--- src/rtl/serdes_lb_pkg.sv ---
// Package: shared types for the serial datapath.
// Names which source feeds the receive shifter.
package serdes_lb_pkg;
    typedef enum logic [1:0] {
        RXSRC_PIN  = 2'd0,
        RXSRC_TX   = 2'd1,
        RXSRC_ZERO = 2'd2
    } rx_src_e;
endpackage

--- src/rtl/serdes_tx_shift.sv ---
// Transmit shifter: a frame counter makes a one-clock load strobe every W
// clocks. On that edge the W-bit register loads the parallel word. On the
// other edges it shifts left, so the MSB leaves first.
// Assumes W is a power of two and at least 4.
module serdes_tx_shift #(
    parameter int W = 16
) (
    input  logic         clk,
    input  logic         rst_n,
    input  logic [W-1:0] word_in,
    output logic         load,
    output logic         bit_out
);
    localparam int CW = $clog2(W);

    logic [CW-1:0] cnt;
    logic [W-1:0]  shreg;

    // Load strobe: first frame clock, held off during reset.
    assign load    = rst_n && (cnt == '0);
    assign bit_out = shreg[W-1];

    // Frame counter that wraps every W clocks.
    always_ff @(posedge clk) begin
        if (!rst_n) cnt <= '0;
        else        cnt <= cnt + 1'b1;
    end

    // Load the parallel word on the strobe, otherwise shift toward the MSB.
    always_ff @(posedge clk) begin
        if (!rst_n)    shreg <= '0;
        else if (load) shreg <= word_in;
        else           shreg <= {shreg[W-2:0], 1'b0};
    end

    // the strobe never lasts more than one clock.
    a_r1_load_single: assert property (@(posedge clk) disable iff (!rst_n)
        load |=> !load);

    // between loads the serial bit walks down the register by one place.
    a_r2_shift_order: assert property (@(posedge clk) disable iff (!rst_n)
        !load |=> (bit_out == $past(shreg[W-2])));
endmodule

--- src/rtl/serdes_rx_deser.sv ---
// Receive deserializer: it shifts one bit per clock into a W-bit shifter.
// At the last edge of each W-clock frame it copies the completed word into
// the output register. The divided clock is the counter MSB, so it falls at
// that same edge.
// Assumes W is a power of two and at least 4.
module serdes_rx_deser #(
    parameter int W = 16
) (
    input  logic         clk,
    input  logic         rst_n,
    input  logic         bit_in,
    output logic [W-1:0] word_out,
    output logic         pclk
);
    localparam int CW = $clog2(W);

    logic [CW-1:0] cnt;
    logic [W-1:0]  shreg;
    logic          frame_end;

    assign frame_end = (cnt == CW'(W - 1));
    assign pclk      = cnt[CW-1];

    // Bit counter for the receive frame.
    always_ff @(posedge clk) begin
        if (!rst_n) cnt <= '0;
        else        cnt <= cnt + 1'b1;
    end

    // Serial-in shifter: the earliest bit ends up in the MSB.
    always_ff @(posedge clk) begin
        if (!rst_n) shreg <= '0;
        else        shreg <= {shreg[W-2:0], bit_in};
    end

    // Output register: takes the completed word at the end of the frame.
    always_ff @(posedge clk) begin
        if (!rst_n)         word_out <= '0;
        else if (frame_end) word_out <= {shreg[W-2:0], bit_in};
    end

    // the output word changes only when the divided clock falls.
    a_r4_word_hold: assert property (@(posedge clk) disable iff (!rst_n)
        !$fell(pclk) |-> $stable(word_out));
endmodule

--- src/rtl/serdes_loop_mux.sv ---
// Loopback selection: picks the bit that feeds the receive shifter and the
// bit that drives the transmit pin. The diagnostic enable wins over the
// signal detect. The line loopback only affects the transmit pin.
module serdes_loop_mux
    import serdes_lb_pkg::*;
(
    input  logic diag_lb_n,
    input  logic line_lb,
    input  logic sig_det,
    input  logic rx_pin,
    input  logic tx_bit,
    output logic rx_bit,
    output logic tx_pin
);
    rx_src_e src;

    // Source priority: diagnostic loopback, then signal detect, then zero.
    always_comb begin
        if (!diag_lb_n)   src = RXSRC_TX;
        else if (sig_det) src = RXSRC_PIN;
        else              src = RXSRC_ZERO;
    end

    // Receive input select.
    always_comb begin
        case (src)
            RXSRC_TX:  rx_bit = tx_bit;
            RXSRC_PIN: rx_bit = rx_pin;
            default:   rx_bit = 1'b0;
        endcase
    end

    // Transmit pin: the line loopback replaces the internal stream.
    assign tx_pin = line_lb ? rx_pin : tx_bit;
endmodule

--- src/rtl/serdes_lb.sv ---
// Top of the serial datapath: the transmit shifter, the receive
// deserializer and the loopback selection. All parts share one bit clock.
// The two frame counters leave reset together, so they stay aligned.
module serdes_lb #(
    parameter int W = 16
) (
    input  logic         clk,
    input  logic         rst_n,
    input  logic [W-1:0] tx_word,
    output logic         tx_load,
    output logic         tx_ser,
    input  logic         rx_ser,
    input  logic         sig_det,
    input  logic         diag_lb_n,
    input  logic         line_lb,
    output logic [W-1:0] rx_word,
    output logic         rx_pclk
);
    logic tx_bit;
    logic rx_bit;

    serdes_tx_shift #(.W(W)) u_tx (
        .clk     (clk),
        .rst_n   (rst_n),
        .word_in (tx_word),
        .load    (tx_load),
        .bit_out (tx_bit)
    );

    serdes_loop_mux u_mux (
        .diag_lb_n (diag_lb_n),
        .line_lb   (line_lb),
        .sig_det   (sig_det),
        .rx_pin    (rx_ser),
        .tx_bit    (tx_bit),
        .rx_bit    (rx_bit),
        .tx_pin    (tx_ser)
    );

    serdes_rx_deser #(.W(W)) u_rx (
        .clk      (clk),
        .rst_n    (rst_n),
        .bit_in   (rx_bit),
        .word_out (rx_word),
        .pclk     (rx_pclk)
    );

    // the receive frame ends on the same edge as a transmit load.
    a_r4_frame_align: assert property (@(posedge clk) disable iff (!rst_n)
        $fell(rx_pclk) |-> tx_load);

    // the first clock after reset is released is a load clock.
    a_r1_first_load: assert property (@(posedge clk)
        (!rst_n) |=> (rst_n -> tx_load));
endmodule

--- config.mk ---
export PLATFORM = sky130hd
export DESIGN_NAME = serdes_lb
export DESIGN_NICKNAME = d
export VERILOG_FILES = /design/src/rtl/serdes_lb_pkg.sv /design/src/rtl/serdes_tx_shift.sv /design/src/rtl/serdes_rx_deser.sv /design/src/rtl/serdes_loop_mux.sv /design/src/rtl/serdes_lb.sv
export SDC_FILE = /design/constraint.sdc
export NUM_CORES = 1
export LEC_CHECK = 0
export CORE_ASPECT_RATIO = 0.8
export CORE_MARGIN = 2
export CORE_UTILIZATION = 38
export CTS_CLUSTER_SIZE = 28
export DETAILED_ROUTE_END_ITERATION = 10
export DONT_BUFFER_PORTS = 1
export RECOVER_POWER = 50
export SKIP_CTS_REPAIR_TIMING = 1
export SYNTH_ARGS = -nofsm -noshare
export SYNTH_HDL_FRONTEND = slang
export SYNTH_HIERARCHICAL = 1
export SYNTH_SLANG_ARGS = --single-unit
export TNS_END_PERCENT = 30
--- constraint.sdc ---
create_clock -name clk -period 1.7 [get_ports clk]
set_clock_uncertainty 0.05 [all_clocks]
set_input_delay 0.085 -clock clk [delete_from_list [all_inputs] [get_ports clk]]
set_output_delay 0.085 -clock clk [all_outputs]
set_load 0.05 [all_outputs]
# == After elaboration in Yosys (flattened, before gate mapping) ==
# Cells that the tools add are included.
# classes
n_reduce_logical,4
mux,5
addsub,2
eq_ne,2
# ops
cell,n
$mux 16,1
$add 4x1->4 const B,2
$eq 4x4->1 const B,1
$logic_not 4->1,1
$mux 2,2
$eq 2x1->1 const B,1
$logic_not 2->1,1
$pmux 1 s2,1
$reduce_and 2->1,1
$logic_and 1x1->1,1
$mux 1,1
# word_totals
output_inout_bits,19
regBits,55
word_cells,19
inputBits,22

# == Depth between registers and ports, before layout ==
# Gate-level depths: netlist of the first run.
# logic_depth
ltp_word,4
depth_mapped,6
depth_no_buf,4

# == By module ==
# Netlist of the first run, hierarchy kept.
# modules_own_cells
mod,cells_per_inst,area_each_um2,seq_area_each_um2,n_inst
serdes_rx_deser,113,1151.1,700.7,1
serdes_tx_shift,86,824.5,400.4,1
serdes_loop_mux,5,22.5,0.0,1

# == Least setup slack after synthesis of the first run ==
# Ideal clock, no wire load.
# synth_timing
kind,reg-to-output
from,register u_tx.cnt[0]
to,output port tx_load
n_path_buf,2
t_required_ns,1.565
slack_ns,0.196
arrival_time_ns,1.369
path_stages_with_launch,7
cell_sequence,dfxtp_1 > inv_1 > ha_1 > nor3b_2 > buf_6 > buf_12 > and2_1
# synth_between
elab_chain_len,2
# synth_rtl
element,line_no,source
"start, declared",serdes_tx_shift.sv:16,logic [CW-1:0] cnt;
"start signal, assigned",serdes_tx_shift.sv:26,else cnt <= cnt + 1'b1;
$logic_not 4->1,serdes_tx_shift.sv:20,assign load = rst_n && (cnt == '0);
$logic_and 1x1->1,serdes_tx_shift.sv:20,
"end, declared",serdes_lb.sv:10,"output logic tx_load,"
# No other way between the ends.

# == Worst setup path in the final report of the first run ==
# Same ends and word-level chain as after synthesis.

==> results.ini, run 1 <==
[placed_design]
dpl.hpwl_um = 1920
io_buffers = 0
dpl_cell_area_sq_um = 2130
routabilityCongestion = 0.641

[pwr]
total_power_uw = 2530
p_clk_frac = 0.357
pwr-share-seq = 0.537
switchingPower_uw = 562
power.density_nw_per_um2 = 1010
p_int_uw = 1970
vdd_ir_drop_max_uv = 484
p_leak_uw = 0.00129
p_comb_frac = 0.106
switching_share = 0.222

[detailed_routing]
drtIter0Drc = 54
drt-pass1-iter-count = 4
route.detailed.drc = 0
drt_wl_total_um = 3320
wl_per_cell_um = 10.9
vias = 1337
ant_nets = 0
post_drt_via_cell_ratio = 4.40

[clock_tree]
htreeDepth = 2
cts-root-buf = clkbuf_8
cts_tree = yes
worstSkewPairLatency_ns = 0.30
path_clk_slew_ns = 0.10
ctsLongestPathBuffers = 2
cts_sinks = 55
cts_buffers = 5

[die]
num_io_pins = 41
die_w_um = 85.1
rows = 23
core_sq_um = 5040
start_util = 0.397
die_h_um = 68.9
die_area_sq_um = 5860

[min_path]
worst_hold_startpoint = rst_n
holdPathEnd = u_tx/shreg[3]
hp-class = input pin to flip-flop
whs_path_depth = 3

[yosys]
avgSynthCellArea_sq_um = 9.79
syn-num-nets = 229
ys_warn_count = 6
synth_area_sq_um = 2000
ys_seq_area_frac = 0.551
async_flop_share = 0
synth_top_flop_cell = dfxtp_1
synth_cell_types = 17
synth-seq-cells = 55
synth_cells = 204
synth_edf_count = 0

[critical_path]
slowest_delay_ns = 0.34
path_max_fanout = 8
crit_required_ns = 1.56
cp_cell_sequence = inv_1 > ha_1 > nor3b_4 > buf_4 > and2_1 > buf_12
cp-end-kind = output port
cp-start-kind = flip-flop
r2r_cells = 5
r2r_end = u_rx/word_out[0]
cp_slowest_cell = dfxtp_2
rr_startpoint = u_tx/shreg[15]
r2r_slack_ns = 0.35
arrival_ns = 1.52
criticalPathCategory = flip-flop to output port

[global_routing]
busiest_layer = met2
grt_use_total = 0.114
grt_overflow = 0
met2_usage = 0.178
met3_usage = 0.0417
grt_start_max_net_pins = 75
grt_pass1_vias = 1167
grt_use_met1 = 0.137
antenna_found_initial = 0
grt_pass1_wl_um = 5150

[timing]
worst_slew_pin_slew_ns = 0.513
final_hold_viol_count = 0
setup_viol = 0
finalCriticalPeriod_ns = 1.65
drv_slew = 0
period_share = 0.971
timing.slew.headroom = 0.657
fmax_mhz = 606

[finish]
fin_area_sq_um = 2510
area_delta_synth_final_pct = 25.5
diodes = 0
design.final.nets = 266
drive_above_1_share = 0.145

[run]
cap_violations = 0

[status]
outcome = completed

## metal layers
metal	part of all wire	routed length, um
met1	0.50	1670
met2	0.43	1440
met3	0.047	155
met4	0.018	59
met5	0	0
## placed cells by master, fill, tap and decap left out
| cell type | netlist | layout |
|---|---|---|
| nand2b_1 | 2 | 2 |
| nand3_1 | 3 | 3 |
| nor2b_1 | 2 | 2 |
| buf_16 | 0 | 1 |
| nand3_4 | 1 | 1 |
| dfxtp_1 | 55 | 53 |
| bufinv_16 | 0 | 1 |
| inv_1 | 18 | 18 |
| clkbuf_8 | 0 | 6 |
| dfxtp_2 | 0 | 2 |
| dlygate4sd3_1 | 0 | 18 |
| buf_12 | 1 | 1 |
| and3_1 | 1 | 1 |
| xor2_1 | 2 | 2 |
| o21ai_1 | 2 | 2 |
| inv_6 | 0 | 1 |
| mux2i_1 | 33 | 33 |
| nand2_1 | 65 | 65 |
| ha_1 | 3 | 3 |
| and2_1 | 5 | 5 |
| buf_4 | 0 | 21 |
| nor3b_4 | 0 | 1 |
## critical path: cells and delay by family (launching register included)
| family | cells | cell delay, ns |
|---|---|---|
| fa+ha+maj | 1 | 0.18 |
| buf+inv | 3 | 0.35 |
| flops | 1 | 0.34 |
| simple gates | 2 | 0.33 |
## power groups by stage
stage	registers (uW)	clock network, uW	logic (uW)
floorplan	1390	0	167
global route	1370	992	294
detailed placement	1390	0	170
CTS	1360	932	170
finish	1360	905	268
global placement	1390	0	168
## sequential cells by signal (all words and copies together) (netlist names)
name	count
u_rx/cnt	4
u_tx/shreg	16
u_tx/cnt	4
u_rx/shreg	15
u_rx/word_out	16
## cell usage after synthesis, types with 2 or more instances
| cell | instances | area share |
|---|---|---|
| nand2_1 | 65 | 0.12 |
| nand3_1 | 3 | 0.0075 |
| ha_1 | 3 | 0.019 |
| buf_2 | 8 | 0.020 |
| mux2i_1 | 33 | 0.17 |
| xor2_1 | 2 | 0.0088 |
| nor2b_1 | 2 | 0.0063 |
| inv_1 | 18 | 0.034 |
| nand2b_1 | 2 | 0.0063 |
| and2_1 | 5 | 0.016 |
| o21ai_1 | 2 | 0.0050 |
| buf_6 | 2 | 0.011 |
| dfxtp_1 | 55 | 0.55 |
## through the flow
step	utilization	setup slack (ns)	TNS [ns]	cells	hold WS, ns
global placement	0.422	-0.199	-1.34	271	0.164
global route	0.498	-0.0145	-0.0145	304	0.103
floorplan	-	0.196	0	204	0.185
finish	0.498	0.0498	0	304	0.101
CTS	0.446	-0.535	-2.17	279	-0.161
detailed placement	0.422	-0.228	-1.53	271	0.166
## cell families (layout without fill, tap and decap cells)
kind of cell,after synthesis,in the layout,synth area share
AND/OR/NAND/NOR,80,80,0.176
buffers and inverters,29,67,0.0751
multiplexers,33,33,0.165
AO/OA/AOI/OAI,2,2,0.00501
XOR/XNOR,2,2,0.00877
flip-flops,55,55,0.551
adder cells (fa/ha/maj),3,3,0.0188
## cell type report
cell class,count,area [sq um]
Inverter,18,67.6
Multi-Input combinational cell,120,753
Sequential cell,55,1100
Clock inverter,2,38.8
Tap cell,62,77.6
Clock buffer,6,82.6
Fill cell,453,2530
Timing Repair Buffer,41,385
## worst max path at each step
stage | end | start
final | tx_load | u_tx/cnt[0]
after global routing | tx_load | u_tx/cnt[1]
after CTS | tx_load | u_tx/cnt[0]
after detailed placement | u_tx/shreg[13] | u_tx/cnt[0]
after global placement | u_tx/shreg[5] | u_tx/cnt[0]
after floorplan | tx_load | u_tx/cnt[0]
Power figures use the tool's default switching activity.
==> run 2, diff against run 1 <==
--- a/config.mk
+++ b/config.mk
@@ -15,6 +15,5 @@
 export SKIP_CTS_REPAIR_TIMING = 1
 export SYNTH_ARGS = -nofsm -noshare
 export SYNTH_HDL_FRONTEND = slang
-export SYNTH_HIERARCHICAL = 1
 export SYNTH_SLANG_ARGS = --single-unit
 export TNS_END_PERCENT = 30
==> constraint.sdc (replaced) <==
create_clock -name clk -period 1.67 [get_ports clk]
set_clock_uncertainty 0.05 [all_clocks]
set_input_delay 0.0835 -clock clk [delete_from_list [all_inputs] [get_ports clk]]
set_output_delay 0.0835 -clock clk [all_outputs]
set_load 0.05 [all_outputs]
==> results.ini, run 2 <==
[status]
outcome = complete, but fails checks  ; was completed
violations = negative hold slack

[die]
die_h_um = 68.3  ; was 68.9 um
num_io_pins = 41  ; unchanged
start_util = 0.393  ; was 0.397
die_w_um = 84.4  ; was 85.1 um
rows = 23  ; unchanged
core_sq_um = 5010  ; was 5040 sq um
die_area_sq_um = 5770  ; was 5860 sq um

[finish]
multi_input_area_sq_um = 752  ; was 753 sq um
drive_above_1_share = 0.118  ; was 0.145
seqCellArea_sq_um = 1100  ; about the same
final_cell_mix = nand2_1 (60), dfxtp_1 (55), dlygate4sd3_1 (18)  ; was nand2_1 (65), dfxtp_1 (53), mux2i_1 (33)
design.final.nets = 262  ; was 266
area_delta_synth_final_pct = 19.4  ; was 25.5%
reg.largest.list = u_rx.word_out x16, u_tx.shreg x16, u_rx.shreg x15  ; was u_rx/word_out x16, u_tx/shreg x16, u_rx/shreg x15
diodes = 0  ; unchanged
fillers = 495  ; was 453
layout_commonest_cell = nand2_1  ; unchanged

[timing]
period_share = 0.895
final_hold_viol_count = 1  ; was 0
finalWorstSetupSlack_ns = 0.176  ; was 0.0498 ns
finalSetupTns_ns = 0  ; unchanged
hold_slack_ns = -0.00946  ; was 0.101 ns
finalCriticalPeriod_ns = 1.49
fmax_mhz = 669
drv_slew = 0  ; unchanged
rsz0062_at_grt = no
worst_slew_pin_slew_ns = 0.679  ; was 0.513 ns
timing.slew.headroom = 0.548  ; was 0.657
setup_viol = 0  ; unchanged

[detailed_routing]
vias = 1306  ; was 1337
drt_wl_total_um = 3320  ; about the same
drtIter0Drc = 54  ; unchanged
drt-pass1-iter-count = 4  ; unchanged
wl_per_cell_um = 11.1  ; was 10.9 um
route.detailed.drc = 0  ; unchanged
ant_nets = 0  ; unchanged
post_drt_via_cell_ratio = 4.37  ; was 4.40

[clock_tree]
cts-root-buf = clkbuf_8  ; unchanged
htreeDepth = 2  ; unchanged
cts_tree = yes  ; unchanged
cts_buffers = 5  ; unchanged
ctsLongestPathBuffers = 2  ; unchanged
path_clk_slew_ns = 0.09  ; was 0.10 ns
worstSkewPairLatency_ns = 0.29  ; was 0.30 ns
cts_sinks = 55  ; unchanged

[placed_design]
dpl.hpwl_um = 1940  ; was 1920 um
io_buffers = 0  ; unchanged
place_ws_ns = 0.264  ; was -0.228 ns
routabilityCongestion = 0.659  ; was 0.641

[yosys]
synth_top_area_cell = dfxtp_1  ; unchanged
avgSynthCellArea_sq_um = 9.83  ; was 9.79 sq um
synth.most_common_cell = nand2_1  ; unchanged
async_flop_share = 0  ; unchanged
yosys-top-cells-area = dfxtp_1 (56%), nand2_1 (11%), and2_1 (6.7%)  ; was dfxtp_1 (55%), mux2i_1 (17%), nand2_1 (12%)
synth_edf_count = 0  ; unchanged
synth_top_flop_cell = dfxtp_1  ; unchanged
synth_cells = 200  ; was 204
synth_area_sq_um = 1970  ; was 2000 sq um
synth_top_area_share = 0.560  ; was 0.551
ys_warn_count = 0  ; was 6
syn-num-nets = 225  ; was 229
ys_seq_area_frac = 0.560  ; was 0.551
synth_cell_types = 22  ; was 17
synth-seq-cells = 55  ; unchanged
synth_common_cells = nand2_1 (60), dfxtp_1 (55), and2_1 (21)  ; was nand2_1 (65), dfxtp_1 (55), mux2i_1 (33)

[global_routing]
grt_start_max_net_pins = 56  ; was 75
antenna_found_initial = 0  ; unchanged
grt_overflow = 0  ; unchanged
grt_use_total = 0.114  ; about the same
grt_pass1_wl_um = 5100  ; was 5150 um
grt_pass1_vias = 1149  ; was 1167

[run]
cap_violations = 0  ; unchanged

[critical_path]
path_buf_inv = 3  ; unchanged
cp-end-kind = flip-flop  ; was output port
path_max_fanout = 15  ; was 8
rr_startpoint = u_tx.cnt[0]  ; was u_tx/shreg[15]
cp-start-kind = flip-flop  ; unchanged
criticalPathCategory = flip-flop to flip-flop  ; was flip-flop to output port
cp_cell_sequence = inv_1 > ha_1 > and4bb_4 > buf_4 > buf_12 > o21ai_0  ; was inv_1 > ha_1 > nor3b_4 > buf_4 > and2_1 > buf_12
cp_slowest_cell = dfxtp_1  ; was dfxtp_2
crit_start = u_tx.cnt[0]  ; was u_tx/cnt[0]
arrival_ns = 1.66  ; was 1.52 ns
r2r_slack_ns = 0.18  ; was 0.35 ns
crit_required_ns = 1.83  ; was 1.56 ns
slowest_delay_ns = 0.38  ; was 0.34 ns
crit_family = flip-flops  ; was buffers and inverters

[pwr]
p_leak_uw = 0.000874  ; was 0.00129 uW
vdd_ir_drop_max_uv = 462  ; was 484 uV
total_power_uw = 2300  ; was 2530 uW
power.density_nw_per_um2 = 980  ; was 1010 nW/um^2

[min_path]
hp-class = input pin to flip-flop  ; unchanged
worst_hold_startpoint = sig_det  ; was rst_n

-- run 2: changes by cell type in the layout (fill, tap and decap cells not counted), moves of 4 or more --
cell,previous run,this run
nand2_1,65,60
a21boi_0,0,7
o21ai_2,0,4
clkbuf_1,0,17
and2_0,0,8
and2_1,5,13
buf_4,21,5
o21ai_0,0,12
mux2i_1,33,0
inv_1,18,2
a21boi_2,0,8
-- run 2: cell families (layout without fill, tap and decap cells) --
| kind of cell | count (synthesis) | after routing | synth area share |
|---|---|---|---|
| AOI/OAI and AO/OA | 33 | 33 | 0.127 |
| muxes | 1 | 1 | 0.00573 |
| DFF | 55 | 55 | 0.560 |
| and+or+nand+nor | 90 | 90 | 0.213 |
| buffers and inverters | 14 | 51 | 0.0573 |
| adders and majority gates | 3 | 3 | 0.0191 |
| xor gates and xnor gates | 4 | 4 | 0.0178 |
-- run 2: area by class of cell --
type                            instances  area share
Clock buffer                            6      0.0352
Clock inverter                          1     0.00213
Inverter                                2     0.00320
Multi-Input combinational cell        131       0.320
Sequential cell                        55       0.469
Tap cell                               62      0.0330
Timing Repair Buffer                   42       0.137
-- run 2: power breakdown --
| group | internal, uW | total, uW | switching, uW |
|---|---|---|---|
| Clock | 326 | 715 | 389 |
| Sequential | 1370 | 1390 | 22.1 |
| Combinational | 100 | 195 | 95.1 |
-- run 2: worst register-to-register path, stage by stage, from the launching register on --
cell      delay (ns)
dfxtp_1         0.38
inv_1           0.06
ha_1            0.19
and4bb_4        0.22
buf_4           0.16
buf_12          0.14
o21ai_0         0.20
-- run 2: worst paths after layout --
path	end	cells after the start
max	u_tx.shreg[12]	6
min	u_rx.word_out[0]	2
max reg2reg	u_tx.shreg[12]	6
min reg2reg	u_rx.cnt[0]	1
-- run 2: metrics by stage --
step,std cells,utilization,instance area (sq um)
floorplan,200,-,1970
global placement,271,0.421,2110
detailed placement,271,0.421,2110
CTS,278,0.439,2200
global route,299,0.469,2350
finish,299,0.469,2350
-- run 2: layer usage --
layer / wire (um) / GRT usage / vias up
li1: - / - / 707
met1: 1610 / 0.141 / 577
met2: 1520 / 0.183 / 17
met3: 154 / 0.0362 / 5
met4: 38 / 0.0536 / 0
met5: 0 / 0 / -
==> run 3, diff against run 2 <==
--- a/config.mk
+++ b/config.mk
@@ -7,8 +7,8 @@
 export LEC_CHECK = 0
 export CORE_ASPECT_RATIO = 0.8
 export CORE_MARGIN = 2
-export CORE_UTILIZATION = 38
-export CTS_CLUSTER_SIZE = 28
+export CORE_UTILIZATION = 45
+export CTS_CLUSTER_SIZE = 8
 export DETAILED_ROUTE_END_ITERATION = 10
 export DONT_BUFFER_PORTS = 1
 export RECOVER_POWER = 50
==> results.ini, run 3 (synthesis results as in run 2) <==
[status]
outcome = complete, but fails checks  ; unchanged
violations = negative hold slack  ; unchanged

[global_routing]
antenna_found_initial = 0  ; unchanged
grt_use_total = 0.139  ; was 0.114
grt_pass1_wl_um = 5420  ; was 5100 um
grt_start_max_net_pins = 56  ; unchanged
grt_overflow = 0  ; unchanged
grt_pass1_vias = 1251  ; was 1149

[detailed_routing]
drt-pass1-iter-count = 5  ; was 4
wl_per_cell_um = 12.3  ; was 11.1 um
drt_wl_total_um = 3650  ; was 3320 um
post_drt_via_cell_ratio = 4.80  ; was 4.37
drtIter0Drc = 40  ; was 54
vias = 1425  ; was 1306
route.detailed.drc = 0  ; unchanged
ant_nets = 0  ; unchanged

[die]
die_area_sq_um = 4920  ; was 5770 sq um
rows = 21  ; was 23
start_util = 0.471  ; was 0.393
die_h_um = 63.1  ; was 68.3 um
num_io_pins = 41  ; unchanged
die_w_um = 77.9  ; was 84.4 um
core_sq_um = 4180  ; was 5010 sq um

[critical_path]
criticalPathCategory = flip-flop to output port  ; was flip-flop to flip-flop
path_max_fanout = 9  ; was 15
cp-end-kind = output port  ; was flip-flop
crit_required_ns = 1.54  ; was 1.83 ns
r2r_slack_ns = 0.24  ; was 0.18 ns
arrival_ns = 1.42  ; was 1.66 ns
cp-start-kind = flip-flop  ; unchanged

[pwr]
total_power_uw = 2280  ; was 2300 uW
p_leak_uw = 0.000878  ; was 0.000874 uW
vdd_ir_drop_max_uv = 594  ; was 462 uV
power.density_nw_per_um2 = 970  ; was 980 nW/um^2

[clock_tree]
ctsLongestPathBuffers = 2  ; unchanged
cts_buffers = 5  ; unchanged
cts-root-buf = clkbuf_8  ; unchanged
cts_tree = yes  ; unchanged
worstSkewPairLatency_ns = 0.30  ; was 0.29 ns
cts_sinks = 55  ; unchanged
path_clk_slew_ns = 0.09  ; about the same
htreeDepth = 2  ; unchanged

[min_path]
hp-class = input pin to flip-flop  ; unchanged

[finish]
postLayoutCoreUtil = 0.562  ; was 0.469
layout_commonest_cell = nand2_1  ; unchanged
design.final.nets = 264  ; was 262
area_delta_synth_final_pct = 19.4  ; about the same
drive_above_1_share = 0.125  ; was 0.118
fillers = 374  ; was 495
diodes = 0  ; unchanged
final_cell_mix = nand2_1 (60), dfxtp_1 (55), clkbuf_1 (18), dlygate4sd3_1 (18)  ; was nand2_1 (60), dfxtp_1 (55), dlygate4sd3_1 (18)
reg.largest.list = u_rx.word_out x16, u_tx.shreg x16, u_rx.shreg x15  ; unchanged

[placed_design]
io_buffers = 0  ; unchanged
dpl.hpwl_um = 2070  ; was 1940 um
routabilityCongestion = 0.757  ; was 0.659

[run]
cap_violations = 0  ; unchanged

[timing]
setup_viol = 0  ; unchanged
period_share = 0.930  ; was 0.895
final_hold_viol_count = 1  ; unchanged
timing.slew.headroom = 0.560  ; was 0.548
rsz0062_at_grt = no  ; unchanged
worst_slew_pin_slew_ns = 0.659  ; was 0.679 ns
hold_slack_ns = -0.0203  ; was -0.00946 ns
drv_slew = 0  ; unchanged
fmax_mhz = 644  ; was 669 MHz
finalCriticalPeriod_ns = 1.55  ; was 1.49 ns

[run 3: changes by cell type in the layout (fill, tap and decap cells not counted)]
cell and change:
buf_4 +3, and2_0 +1, and2_1 -1, and4bb_2 +1, buf_12 -1, clkbuf_1 +1, clkbuf_8 -1
[run 3: final timing paths]
kind,cells past startpoint,start,endpoint
setup / recovery,4,u_tx.cnt[0],tx_load
hold / removal,2,sig_det,u_rx.word_out[0]
setup reg to reg,4,u_tx.shreg[15],u_rx.shreg[0]
hold reg to reg,2,u_rx.shreg[14],u_rx.word_out[15]
[run 3: power breakdown]
group,total (uW),internal [uW],switching (uW)
registers,1390,1370,24.2
logic,201,99.4,101
clock network,683,295,388
total,2280,1760,513
[run 3: metrics by stage]
| step | instances | setup slack, ns | TNS [ns] | cell area (sq um) | hold slack [ns] |
|---|---|---|---|---|---|
| 2_1_floorplan | 200 | 0.258 | 0 | 1970 | 0.142 |
| 5_1_grt | 297 | 0.0628 | 0 | 2350 | 0.00989 |
| 6_report | 297 | 0.118 | 0 | 2350 | -0.0203 |
| 3_5_place_dp | 265 | 0.264 | 0 | 2080 | 0.152 |
| 4_1_cts | 273 | -0.0733 | -0.0733 | 2160 | -0.164 |
| 3_3_place_gp | 265 | 0.312 | 0 | 2080 | 0.148 |
[run 3: critical path: stages, from the launching register on]
cell and delay, ns:
dfxtp_1 0.35, inv_1 0.06, ha_1 0.18, and4bb_4 0.31, buf_4 0.22
[run 3: cell type report]
| type | instances | area, sq um | share of cell area |
|---|---|---|---|
| repair buffers | 43 | 320 | 0.137 |
| multi-input cells | 132 | 764 | 0.326 |
| well taps | 57 | 71.3 | 0.0304 |
| clock inverters | 1 | 5.00 | 0.00213 |
| inverters | 2 | 7.51 | 0.00320 |
| flip-flops and latches | 55 | 1100 | 0.469 |
| clock buffers | 7 | 76.3 | 0.0325 |
[run 3: routing by layer]
layer | vias to the layer above | wire length [um] | global-route usage
li1 | 711 | - | -
met2 | 44 | 1890 | 0.247
met4 | 0 | 38 | 0.0461
met1 | 663 | 1510 | 0.157
met5 | - | 0 | 0
met3 | 7 | 209 | 0.0487
